File: src/rtl/tpc_pkg.sv
// Package: shared sizes for the triplicated pulse counter.
// Assumes a 4-bit control code of one valid bit plus a 3-bit channel index.
package tpc_pkg;
    localparam int CTRL_W  = 4;
    localparam int CHIDX_W = CTRL_W - 1;
    localparam int NCOPY   = 3;
endpackage

File: src/rtl/tpc_voter.sv
// Module: bitwise two-of-three majority voter.
// Also reports whether any copy differs from the voted result.
// Assumes all three inputs share one width.
module tpc_voter #(
    parameter int W = 8
) (
    input  logic [W-1:0] a,
    input  logic [W-1:0] b,
    input  logic [W-1:0] c,
    output logic [W-1:0] y,
    output logic         diff
);
    // Majority per bit, plus the disagreement indication.
    always_comb begin
        y    = (a & b) | (a & c) | (b & c);
        diff = (a != y) || (b != y) || (c != y);
    end
endmodule

File: src/rtl/tpc_tmr_reg.sv
// Module: triplicated register with voted output and scrubbing.
// All three copies load the same next value each cycle. A corrupted copy is
// therefore rewritten from the voted value one clock later.
// Assumes the next value d is computed from the voted output q.
module tpc_tmr_reg #(
    parameter int W = 8
) (
    input  logic         clk,
    input  logic         rst_n,
    input  logic [W-1:0] d,
    output logic [W-1:0] q,
    output logic         err
);
    import tpc_pkg::*;

    logic [W-1:0] copy_q [NCOPY];

    for (genvar k = 0; k < NCOPY; k++) begin : g_copy
        // One storage copy, cleared by reset.
        always_ff @(posedge clk) begin
            if (!rst_n) copy_q[k] <= '0;
            else        copy_q[k] <= d;
        end
    end

    tpc_voter #(.W(W)) u_vote (
        .a(copy_q[0]), .b(copy_q[1]), .c(copy_q[2]),
        .y(q), .diff(err)
    );
endmodule

File: src/rtl/tpc_line_sync.sv
// Module: two-flop synchroniser with rising-edge detect for one pulse line.
// Assumes pulses stay high and low for at least one clock each.
module tpc_line_sync (
    input  logic clk,
    input  logic rst_n,
    input  logic raw,
    output logic lev,
    output logic rise
);
    logic meta_q, sync_q, prev_q;

    // Two synchroniser stages, then one history stage for edge detection.
    always_ff @(posedge clk) begin
        if (!rst_n) begin
            meta_q <= 1'b0;
            sync_q <= 1'b0;
            prev_q <= 1'b0;
        end else begin
            meta_q <= raw;
            sync_q <= meta_q;
            prev_q <= sync_q;
        end
    end

    // Present the synchronised level and its rising edge.
    always_comb begin
        lev  = sync_q;
        rise = sync_q & ~prev_q;
    end
endmodule

File: src/rtl/tpc_channel.sv
// Module: one converter channel. Votes the three edge indications, counts
// voted edges, times the gap since the last edge, and keeps a sticky flag.
// The flag is set when the lines disagree or a stored copy is corrupted.
// Assumes lev/rise come from three independent synchronisers.
module tpc_channel #(
    parameter int CNT_W = 16,
    parameter int TMR_W = 16
) (
    input  logic             clk,
    input  logic             rst_n,
    input  logic [2:0]       lev,
    input  logic [2:0]       rise,
    input  logic [TMR_W-1:0] dead_limit,
    output logic [CNT_W-1:0] count,
    output logic             vedge,
    output logic             dead,
    output logic             mism
);
    logic             edge_diff;
    logic             line_diff;
    logic [CNT_W-1:0] cnt_d;
    logic [TMR_W-1:0] gap_d, gap_q;
    logic             cnt_err, gap_err, mm_err;
    logic             mm_d;

    tpc_voter #(.W(1)) u_edge_vote (
        .a(rise[0]), .b(rise[1]), .c(rise[2]),
        .y(vedge), .diff(edge_diff)
    );

    // Next count, gap timer and sticky flag, all from voted state.
    always_comb begin
        line_diff = (lev != 3'b000) && (lev != 3'b111);
        cnt_d     = count + {{(CNT_W-1){1'b0}}, vedge};
        if (vedge)              gap_d = '0;
        else if (gap_q == '1)   gap_d = gap_q;
        else                    gap_d = gap_q + 1'b1;
        mm_d = mism | line_diff | edge_diff | cnt_err | gap_err | mm_err;
    end

    tpc_tmr_reg #(.W(CNT_W)) u_cnt (
        .clk(clk), .rst_n(rst_n), .d(cnt_d), .q(count), .err(cnt_err)
    );

    tpc_tmr_reg #(.W(TMR_W)) u_gap (
        .clk(clk), .rst_n(rst_n), .d(gap_d), .q(gap_q), .err(gap_err)
    );

    tpc_tmr_reg #(.W(1)) u_mm (
        .clk(clk), .rst_n(rst_n), .d(mm_d), .q(mism), .err(mm_err)
    );

    // Dead once the gap timer has reached the programmed limit.
    always_comb dead = (gap_q >= dead_limit);
endmodule

File: src/rtl/tmr_pulse_counter.sv
// Module: top of the triplicated pulse counter. Takes three redundant lines
// per channel and keeps voted counts and dead-channel flags. It presents one
// channel per acquisition strobe on two identical data and control buses.
// Assumes NCH <= 8 so the channel index fits the 3-bit control field.
module tmr_pulse_counter #(
    parameter int NCH   = 8,
    parameter int CNT_W = 16,
    parameter int TMR_W = 16
) (
    input  logic             clk,
    input  logic             rst_n,
    input  logic [NCH-1:0]   line_a,
    input  logic [NCH-1:0]   line_b,
    input  logic [NCH-1:0]   line_c,
    input  logic [TMR_W-1:0] dead_limit,
    input  logic             acq_strobe,
    output logic [CNT_W-1:0] data_p,
    output logic [CNT_W-1:0] data_s,
    output logic [3:0]       ctrl_p,
    output logic [3:0]       ctrl_s,
    output logic [NCH-1:0]   dead_flag,
    output logic [NCH-1:0]   mismatch,
    output logic             seq_mismatch
);
    import tpc_pkg::*;

    localparam int LANES  = 2;
    localparam int LANE_W = CTRL_W + CNT_W;

    logic [2:0]         raw_l  [NCH];
    logic [2:0]         lev_l  [NCH];
    logic [2:0]         rise_l [NCH];
    logic [CNT_W-1:0]   cnt    [NCH];
    logic [NCH-1:0]     chan_edge;

    logic [CHIDX_W-1:0] ptr_d, ptr_q;
    logic               ptr_err;
    logic [LANE_W-1:0]  lane_d;
    logic [LANE_W-1:0]  lane_q   [LANES];
    logic [LANES-1:0]   lane_err;
    logic               sq_d, sq_err;

    for (genvar i = 0; i < NCH; i++) begin : g_ch
        // Gather the three redundant copies of this channel's line.
        always_comb raw_l[i] = {line_c[i], line_b[i], line_a[i]};

        for (genvar k = 0; k < NCOPY; k++) begin : g_line
            tpc_line_sync u_sync (
                .clk(clk), .rst_n(rst_n), .raw(raw_l[i][k]),
                .lev(lev_l[i][k]), .rise(rise_l[i][k])
            );
        end

        tpc_channel #(.CNT_W(CNT_W), .TMR_W(TMR_W)) u_chan (
            .clk(clk), .rst_n(rst_n), .lev(lev_l[i]), .rise(rise_l[i]),
            .dead_limit(dead_limit), .count(cnt[i]), .vedge(chan_edge[i]),
            .dead(dead_flag[i]), .mism(mismatch[i])
        );
    end

    // Advance the readout pointer on a strobe, wrapping after the last channel.
    always_comb begin
        if (!acq_strobe)                        ptr_d = ptr_q;
        else if (ptr_q == CHIDX_W'(NCH - 1))    ptr_d = '0;
        else                                    ptr_d = ptr_q + 1'b1;
    end

    tpc_tmr_reg #(.W(CHIDX_W)) u_ptr (
        .clk(clk), .rst_n(rst_n), .d(ptr_d), .q(ptr_q), .err(ptr_err)
    );

    // Next output word: the selected count with its valid-marked channel code.
    always_comb begin
        lane_d = lane_q[0];
        if (acq_strobe) lane_d = {1'b1, ptr_q, cnt[ptr_q]};
    end

    for (genvar l = 0; l < LANES; l++) begin : g_lane
        tpc_tmr_reg #(.W(LANE_W)) u_out (
            .clk(clk), .rst_n(rst_n), .d(lane_d), .q(lane_q[l]),
            .err(lane_err[l])
        );
    end

    // Sticky record of any copy disagreement in the sequencing registers.
    always_comb sq_d = seq_mismatch | ptr_err | (|lane_err) | sq_err;

    tpc_tmr_reg #(.W(1)) u_sq (
        .clk(clk), .rst_n(rst_n), .d(sq_d), .q(seq_mismatch), .err(sq_err)
    );

    // Drive the two bus copies from their own registers.
    always_comb begin
        {ctrl_p, data_p} = lane_q[0];
        {ctrl_s, data_s} = lane_q[1];
    end
endmodule

File: config.mk
export PLATFORM = sky130hd
export DESIGN_NAME = tmr_pulse_counter
export DESIGN_NICKNAME = d
export VERILOG_FILES = /design/src/rtl/tpc_pkg.sv /design/src/rtl/tpc_voter.sv /design/src/rtl/tpc_tmr_reg.sv /design/src/rtl/tpc_line_sync.sv /design/src/rtl/tpc_channel.sv /design/src/rtl/tmr_pulse_counter.sv
export SDC_FILE = /design/constraint.sdc
export NUM_CORES = 1
export LEC_CHECK = 0
export ABC_CLOCK_PERIOD_IN_PS = 5500
export BUFFER_PORTS_ARGS = -buffer_cell sky130_fd_sc_hd__buf_4
export CAP_MARGIN = 20
export CORE_MARGIN = 4
export CORE_UTILIZATION = 45
export CTS_CLUSTER_DIAMETER = 80
export DETAILED_ROUTE_END_ITERATION = 12
export SYNTH_ARGS = -nofsm -noshare
export SYNTH_HDL_FRONTEND = slang
export SYNTH_SLANG_ARGS = --single-unit
File: constraint.sdc
create_clock -name clk -period 5.5 [get_ports clk]
set_clock_uncertainty 0.05 [all_clocks]
set_input_delay 1.1 -clock clk [delete_from_list [all_inputs] [get_ports clk]]
set_output_delay 1.1 -clock clk [all_outputs]
set_load 0.01 [all_outputs]
==> reports/results.txt, run 1 <==
top post-synthesis cells by count: 369 x dfxtp_1, 249 x nor2_1, 172 x ha_1
Async SR Flop Fraction: 0%
routed wire length per instance: 16.3 µm
largest fanout on the critical path: 8
Static Leak: 8.74 nW
area post-placement: 20,000 µm²
crit-path cells: buf_4 > inv_1 > ha_1 > a21o_1 > a21o_1 > a221oi_1 > o21ai_0 > buf_4
sequential area share after synthesis: 38.6%
CP Launch Type: primary input
Post-synth EDFFs: 0
Pwr Total: 6.07 mW
WP data required: 4.35 ns
routed vias: 14,600
Worst-Skew Late Latency: 0.55 ns
fin nets: 2,323
Power Density: 282 nW/µm²
Max VDD drop: 0.230 mV
minimum clock period: 4.07 ns
RSZ-0062 raised after global routing: no
die height: 214 µm
IO Port Bufs: 99
Reg power frac: 46.0%
largest net degree at the start of global routing: 82
initial antenna violation count: 0
Psw: 1.39 mW
arrival time worst endpoint: 2.92 ns
IO Count: 100
Synth top area share: 38.6%
slowest stage delay, CP: 0.39 ns
DR vias/cell: 5.45
Slew HR: 42.3%
hold_buf cts: 0
clock sinks: 369
area grow syn2layout: 12.4%
Cell Int Power: 4.68 mW
largest cells by area after synthesis: dfxtp_1 39%, ha_1 11%, xor2_1 5.4%
CTS buffer count: 42
drt pass-1 iters: 7
CTS tree: built
delay-heaviest family, CP: compound AO/OA/AOI/OAI gates
share of cells above drive strength 1: 11.4%
row cnt: 75
max-cap viol count: 0
vias in the first global route: 14,500
largest area contributor in the netlist: dfxtp_1
fillers: 3,850
syn_nets: 2,281
fmax: 246 MHz
synth unique cells: 64
Setup TNS Final: 0 ns
part of the power in the clock network: 47.7%
WL final: 43,800 µm
Yosys reg bits: 369
status: finished clean
WS Path Type: in -> out
synthesized area: 19,100 µm²
initial detailed-routing violation count: 941
Final Instance Area: 21,500 µm²
Mean Syn Cell Area: 9.26 µm²
Post CTS Setup Buffer Count: 0
CTS resizes: 0
gr usage total: 18.9%
worst min path class: reg -> reg
Net Sw Frac: 22.9%
GRT overflow: 0
pins over their slew limit: 0
drt drc: 0
Initial Util: 45.6%
Routability Congestion: 0.815
Worst path slowest cell: inv_1
clk root buf: clkbuf_16
n_diodes: 0
Crit. End Element: output port
clk slew on worst S/H paths: 0.06 ns
DRT antenna net count: 0
Die ar.: 45,900 µm²
dominant synthesized flop cell: dfxtp_1
worst-margin pin slew: 0.865 ns
CP bufs+invs: 3
Logic pwr share: 6.3%
synthesized instance count: 2,066
first-pass GRT wire length: 73,200 µm
core area: 41,900 µm²
hpwl dp: 31,500 µm
Final Cycle Share: 74.0%
H-tree levels: 2
Die Wd: 214 µm
clk buf depth: 3
# setup viols final: 0
Fin. Hold Viols: 0
yosys warns: 0
most numerous cell in the Yosys netlist: dfxtp_1
==> worst register-to-register path, stage by stage (launching register included) <==
cell,delay [ns]
dfxtp_1,0.37
nor2b_1,0.19
nor2_1,0.07
o21bai_1,0.43
ha_1,0.26
ha_1,0.25
nand4_1,0.19
nor3_1,0.56
nand3_1,0.17
xor2_1,0.15
nor2_1,0.05
==> cells in the final DEF, fill, tap and decap left out, drive strengths merged, types with 24 or more instances in the layout <==
master	n
xor2	118
nand3	95
nor3	41
buf	106
dfxtp	369
nor2	249
xnor2	59
nor2b	24
nand2	99
clkbuf	61
o21ai	62
mux4	32
a21oi	105
inv	40
and4	38
mux2i	38
ha	172
and3	32
and2	112
nand4	78
==> cell families after synthesis <==
family | share of synthesized area (%)
AOI/OAI and AO/OA | 8.96
xor gates and xnor gates | 8.10
adders and majority gates | 11.2
buffers and inverters | 3.79
DFF | 38.6
muxes | 5.75
and+or+nand+nor | 23.5
==> stage by stage <==
stage | util (%) | setup slack, ns | instances | hold slack, ns
final | 51.3 | 1.43 | 2679 | 0.379
after global routing | 51.3 | 1.28 | 2679 | 0.391
after floorplan | - | 1.98 | 2066 | 0.362
after CTS | 51.2 | 1.42 | 2678 | 0.381
after detailed placement | 47.8 | 1.42 | 2602 | 0.368
after global placement | 47.7 | 1.46 | 2601 | 0.365
==> flip-flops by register name, indices dropped and copies added, names as in the netlist <==
name                       flops
g_ch.u_chan.u_gap.copy_q     128
g_ch.g_line.u_sync.meta_q     24
u_ptr.copy_q                   3
u_sq.copy_q                    2
g_ch.u_chan.u_mm.copy_q       16
g_ch.g_line.u_sync.prev_q     24
g_lane.u_out.copy_q           20
g_ch.u_chan.u_cnt.copy_q     128
g_ch.g_line.u_sync.lev        24
==> power by group through the flow <==
stage / registers, mW / logic [mW] / clock network [mW]
6_report: 2.79 / 0.385 / 2.89
5_1_grt: 2.80 / 0.443 / 3.09
4_1_cts: 2.80 / 0.385 / 2.98
3_5_place_dp: 2.86 / 0.383 / 0
3_3_place_gp: 2.86 / 0.368 / 0
2_1_floorplan: 2.83 / 0.277 / 0
==> cell type report <==
| class | count | area [µm²] | share of cell area [%] |
|---|---|---|---|
| flip-flops and latches | 369 | 7390 | 34.4 |
| multi-input cells | 1549 | 11000 | 51.2 |
| clock buffers | 61 | 1260 | 5.84 |
| inverters | 40 | 153 | 0.710 |
| clock inverters | 15 | 190 | 0.884 |
| well taps | 539 | 674 | 3.13 |
| repair buffers | 106 | 828 | 3.85 |
==> layer usage <==
| metal | share of wire, % | track usage, % | wire (µm) | vias to the layer above |
|---|---|---|---|---|
| li1 | - | - | - | 7425 |
| met3 | 3.6 | 2.86 | 1580 | 73 |
| met1 | 48 | 25.3 | 20800 | 6892 |
| met5 | 0 | 0 | 0 | - |
| met4 | 2.4 | 5.73 | 1040 | 0 |
| met2 | 46 | 31.6 | 20300 | 212 |
==> final timing paths <==
| kind | from | to | slack (ns) | cells after the start |
|---|---|---|---|---|
| worst max-delay path | dead_limit[13] | dead_flag[7] | 1.43 | 8 |
| worst min-delay path | g_ch[7].g_line[2].u_sync.meta_q$_SDFF_PN0_ | g_ch[7].g_line[2].u_sync.lev$_SDFF_PN0_ | 0.38 | 1 |
| worst max register to register | g_ch[7].g_line[0].u_sync.lev$_SDFF_PN0_ | g_ch[7].u_chan.u_cnt.copy_q[1][12]$_SDFF_PN0_ | 2.63 | 10 |
| worst min register to register | g_ch[7].g_line[2].u_sync.meta_q$_SDFF_PN0_ | g_ch[7].g_line[2].u_sync.lev$_SDFF_PN0_ | 0.38 | 1 |
Note: power is estimated with default switching activity, not from simulation.
==> inputs of run 2 (changes only) <==
--- a/config.mk
+++ b/config.mk
@@ -5,7 +5,7 @@
 export SDC_FILE = /design/constraint.sdc
 export NUM_CORES = 1
 export LEC_CHECK = 0
-export ABC_CLOCK_PERIOD_IN_PS = 5500
+export ABC_CLOCK_PERIOD_IN_PS = 3400
 export BUFFER_PORTS_ARGS = -buffer_cell sky130_fd_sc_hd__buf_4
 export CAP_MARGIN = 20
 export CORE_MARGIN = 4
==> constraint.sdc (replaced) <==
create_clock -name clk -period 3.4 [get_ports clk]
set_clock_uncertainty 0.05 [all_clocks]
set_input_delay 0.68 -clock clk [delete_from_list [all_inputs] [get_ports clk]]
set_output_delay 0.68 -clock clk [all_outputs]
set_load 0.01 [all_outputs]
==> run 2 against run 1 <==
Highest routed layer unchanged. Power grew 60%. First-iteration DRC count shrank 26%. Clock power grew 57%. Global-route usage grew 0.096 points. Worst setup slack lost 1.2 ns. Sequential share of layout area shrank 0.080 points. Register-to-register slack lost 2.0 ns. Critical endpoint is now dead_flag[6]. Critical path depth shrank 1.
==> reports/results.txt, run 2 (synthesis results as in run 1) <==
reg2reg setup slack: 0.60 ns (was 2.63 ns)
CP endpoint: dead_flag[6] (was dead_flag[7])
HP Start: line_a[7] (was g_ch[7].g_line[2].u_sync.meta_q$_SDFF_PN0_)
reg-to-reg startpoint: g_ch[7].g_line[1].u_sync.lev$_SDFF_PN0_ (was g_ch[7].g_line[0].u_sync.lev$_SDFF_PN0_)
area occupied by multi-input gates: 11,000 µm² (unchanged)
Fin. Hold Viols: 0 (unchanged)
initial antenna violation count: 0 (unchanged)
first-pass GRT wire length: 72,900 µm (was 73,200 µm)
hpwl dp: 32,600 µm (was 31,500 µm)
crit-path cells: ha_1 > a21o_1 > nand3_1 > a21oi_1 > a2111oi_0 > o21ai_0 > buf_4 (was buf_4 > inv_1 > ha_1 > a21o_1 > a21o_1 > a221oi_1 > o21ai_0 > buf_4)
worst r2r dst: g_ch[7].u_chan.u_cnt.copy_q[1][12]$_SDFF_PN0_ (unchanged)
WP data required: 2.67 ns (was 4.35 ns)
arrival time worst endpoint: 2.48 ns (was 2.92 ns)
IO Port Bufs: 99 (unchanged)
Crit. End Element: output port (unchanged)
fmax: 312 MHz
Placed Cells: 2,621 (was 2,602)
drt pass-1 iters: 5 (was 7)
fin nets: 2,341 (was 2,323)
IO Count: 100 (unchanged)
area grow syn2layout: 12.7% (was 12.4%)
gr usage total: 19.0% (was 18.9%)
slowest stage delay, CP: 0.49 ns (was 0.39 ns)
worst r2r path cells: 10 (unchanged)
Initial Util: 45.6% (unchanged)
Die ar.: 45,900 µm² (unchanged)
max-cap viol count: 0 (unchanged)
worst min path class: in -> reg (was reg -> reg)
Post CTS Setup Buffer Count: 0 (unchanged)
Slew HR: 44.0% (was 42.3%)
clk slew on worst S/H paths: 0.06 ns (about the same)
Worst path slowest cell: dfxtp_1 (was inv_1)
clock sinks: 369 (unchanged)
vias in the first global route: 14,000 (was 14,500)
Final Instance Area: 21,600 µm² (was 21,500 µm²)
minimum clock period: 3.21 ns
CP bufs+invs: 1 (was 3)
pins over their slew limit: 0 (unchanged)
row cnt: 75 (unchanged)
commonest non-fill, non-tap cells in the layout: 367 x dfxtp_1, 249 x nor2_1, 172 x ha_1 (unchanged)
fillers: 3,828 (was 3,850)
routed wire length per instance: 16.5 µm (was 16.3 µm)
share of cells above drive strength 1: 12.2% (was 11.4%)
commonest non-fill, non-tap cell in the layout: dfxtp_1 (unchanged)
Die Wd: 214 µm (unchanged)
n_diodes: 0 (unchanged)
status: finished clean (unchanged)
Pwr Total: 9.70 mW (was 6.07 mW)
clk buf depth: 3 (unchanged)
initial detailed-routing violation count: 700 (was 941)
core area: 41,900 µm² (unchanged)
delay-heaviest family, CP: compound AO/OA/AOI/OAI gates (unchanged)
Levels on crit path: 7 (was 8)
Max VDD drop: 0.335 mV (was 0.230 mV)
CTS resizes: 0 (unchanged)
GRT overflow: 0 (unchanged)
RSZ-0062 raised after global routing: no (unchanged)
Finished Layout Cells: 2,694 (was 2,679)
clk root buf: clkbuf_16 (unchanged)
Routability Congestion: 0.845 (was 0.815)
Final Util: 51.4% (was 51.3%)
crit path launch: g_ch[6].u_chan.u_gap.copy_q[1][5]$_SDFFE_PP0P_ (was dead_limit[13])
CTS tree: built (unchanged)
drt drc: 0 (unchanged)
Power Density: 450 nW/µm² (was 282 nW/µm²)
CP Launch Type: flop (was primary input)
Static Leak: 8.81 nW (was 8.74 nW)
# setup viols final: 0 (unchanged)
routed vias: 14,800 (was 14,600)
DR vias/cell: 5.51 (was 5.45)
largest fanout on the critical path: 4 (was 8)
hold_buf cts: 0 (unchanged)
die height: 214 µm (unchanged)
DRT antenna net count: 0 (unchanged)
WS Path Type: reg -> out (was in -> out)
final setup margin: 0.193 ns (was 1.43 ns)
Setup TNS Final: 0 ns (unchanged)
largest net degree at the start of global routing: 67 (was 82)
H-tree levels: 2 (unchanged)
Worst-Skew Late Latency: 0.57 ns (was 0.55 ns)
area post-placement: 20,200 µm² (was 20,000 µm²)
Final Cycle Share: 94.3%
Hold WS: 0.261 ns (was 0.379 ns)
Reg area: 7390 µm² (unchanged)
WL final: 44,500 µm (was 43,800 µm)
post-place setup slack: 0.197 ns (was 1.42 ns)
largest registers: g_ch.u_chan.u_cnt.copy_q x128, g_ch.u_chan.u_gap.copy_q x128 (unchanged)
CTS buffer count: 42 (unchanged)
worst-margin pin slew: 0.841 ns (was 0.865 ns)
run 2: cell count changes in the layout (fill, tap and decap cells not counted), sizes merged:
cell,previous run,this run
clkbuf,61,54
inv,40,41
clkinvlp,3,1
buf,106,124
clkinv,8,13
run 2: final cells by class:
class | count | area share (%)
clock buffers | 54 | 5.36
clock inverters | 19 | 1.10
inverters | 40 | 0.708
multi-input cells | 1549 | 51.1
flip-flops and latches | 369 | 34.3
well taps | 539 | 3.13
repair buffers | 124 | 4.32
run 2: report_power, final:
group          switching [mW]  internal (mW)
clock                    1.83           2.72
combinational           0.343          0.285
sequential              0.101           4.42
run 2: worst reg2reg max path, stage by stage, from the launching register on:
cell and delay [ns]:
dfxtp_1 0.37, nor2b_1 0.19, ha_1 0.21, o21bai_1 0.27
ha_1 0.26, ha_1 0.24, nand4_1 0.18, nor3_1 0.52
nand3_1 0.16, xor2_1 0.16, nor2_1 0.05
run 2: how the worst min path moves through the flow:
stage                                                       endpoint  slack, ns  depth (start not counted)
after global routing      g_ch[0].g_line[1].u_sync.meta_q$_SDFF_PN0_       0.25                          2
final                     g_ch[7].g_line[0].u_sync.meta_q$_SDFF_PN0_       0.26                          2
after global placement       g_ch[2].g_line[2].u_sync.lev$_SDFF_PN0_       0.37                          1
after detailed placement     g_ch[2].g_line[0].u_sync.lev$_SDFF_PN0_       0.37                          1
after CTS                 g_ch[7].g_line[0].u_sync.meta_q$_SDFF_PN0_       0.23                          2
after floorplan              g_ch[0].g_line[0].u_sync.lev$_SDFF_PN0_       0.36                          1
run 2: layer usage:
layer / track usage [%] / vias to the layer above / part of all wire, %
li1: - / 7463 / -
met1: 25.5 / 7054 / 47
met2: 31.9 / 260 / 47
met3: 2.90 / 55 / 3.8
met4: 5.42 / 0 / 2.1
met5: 0 / - / 0
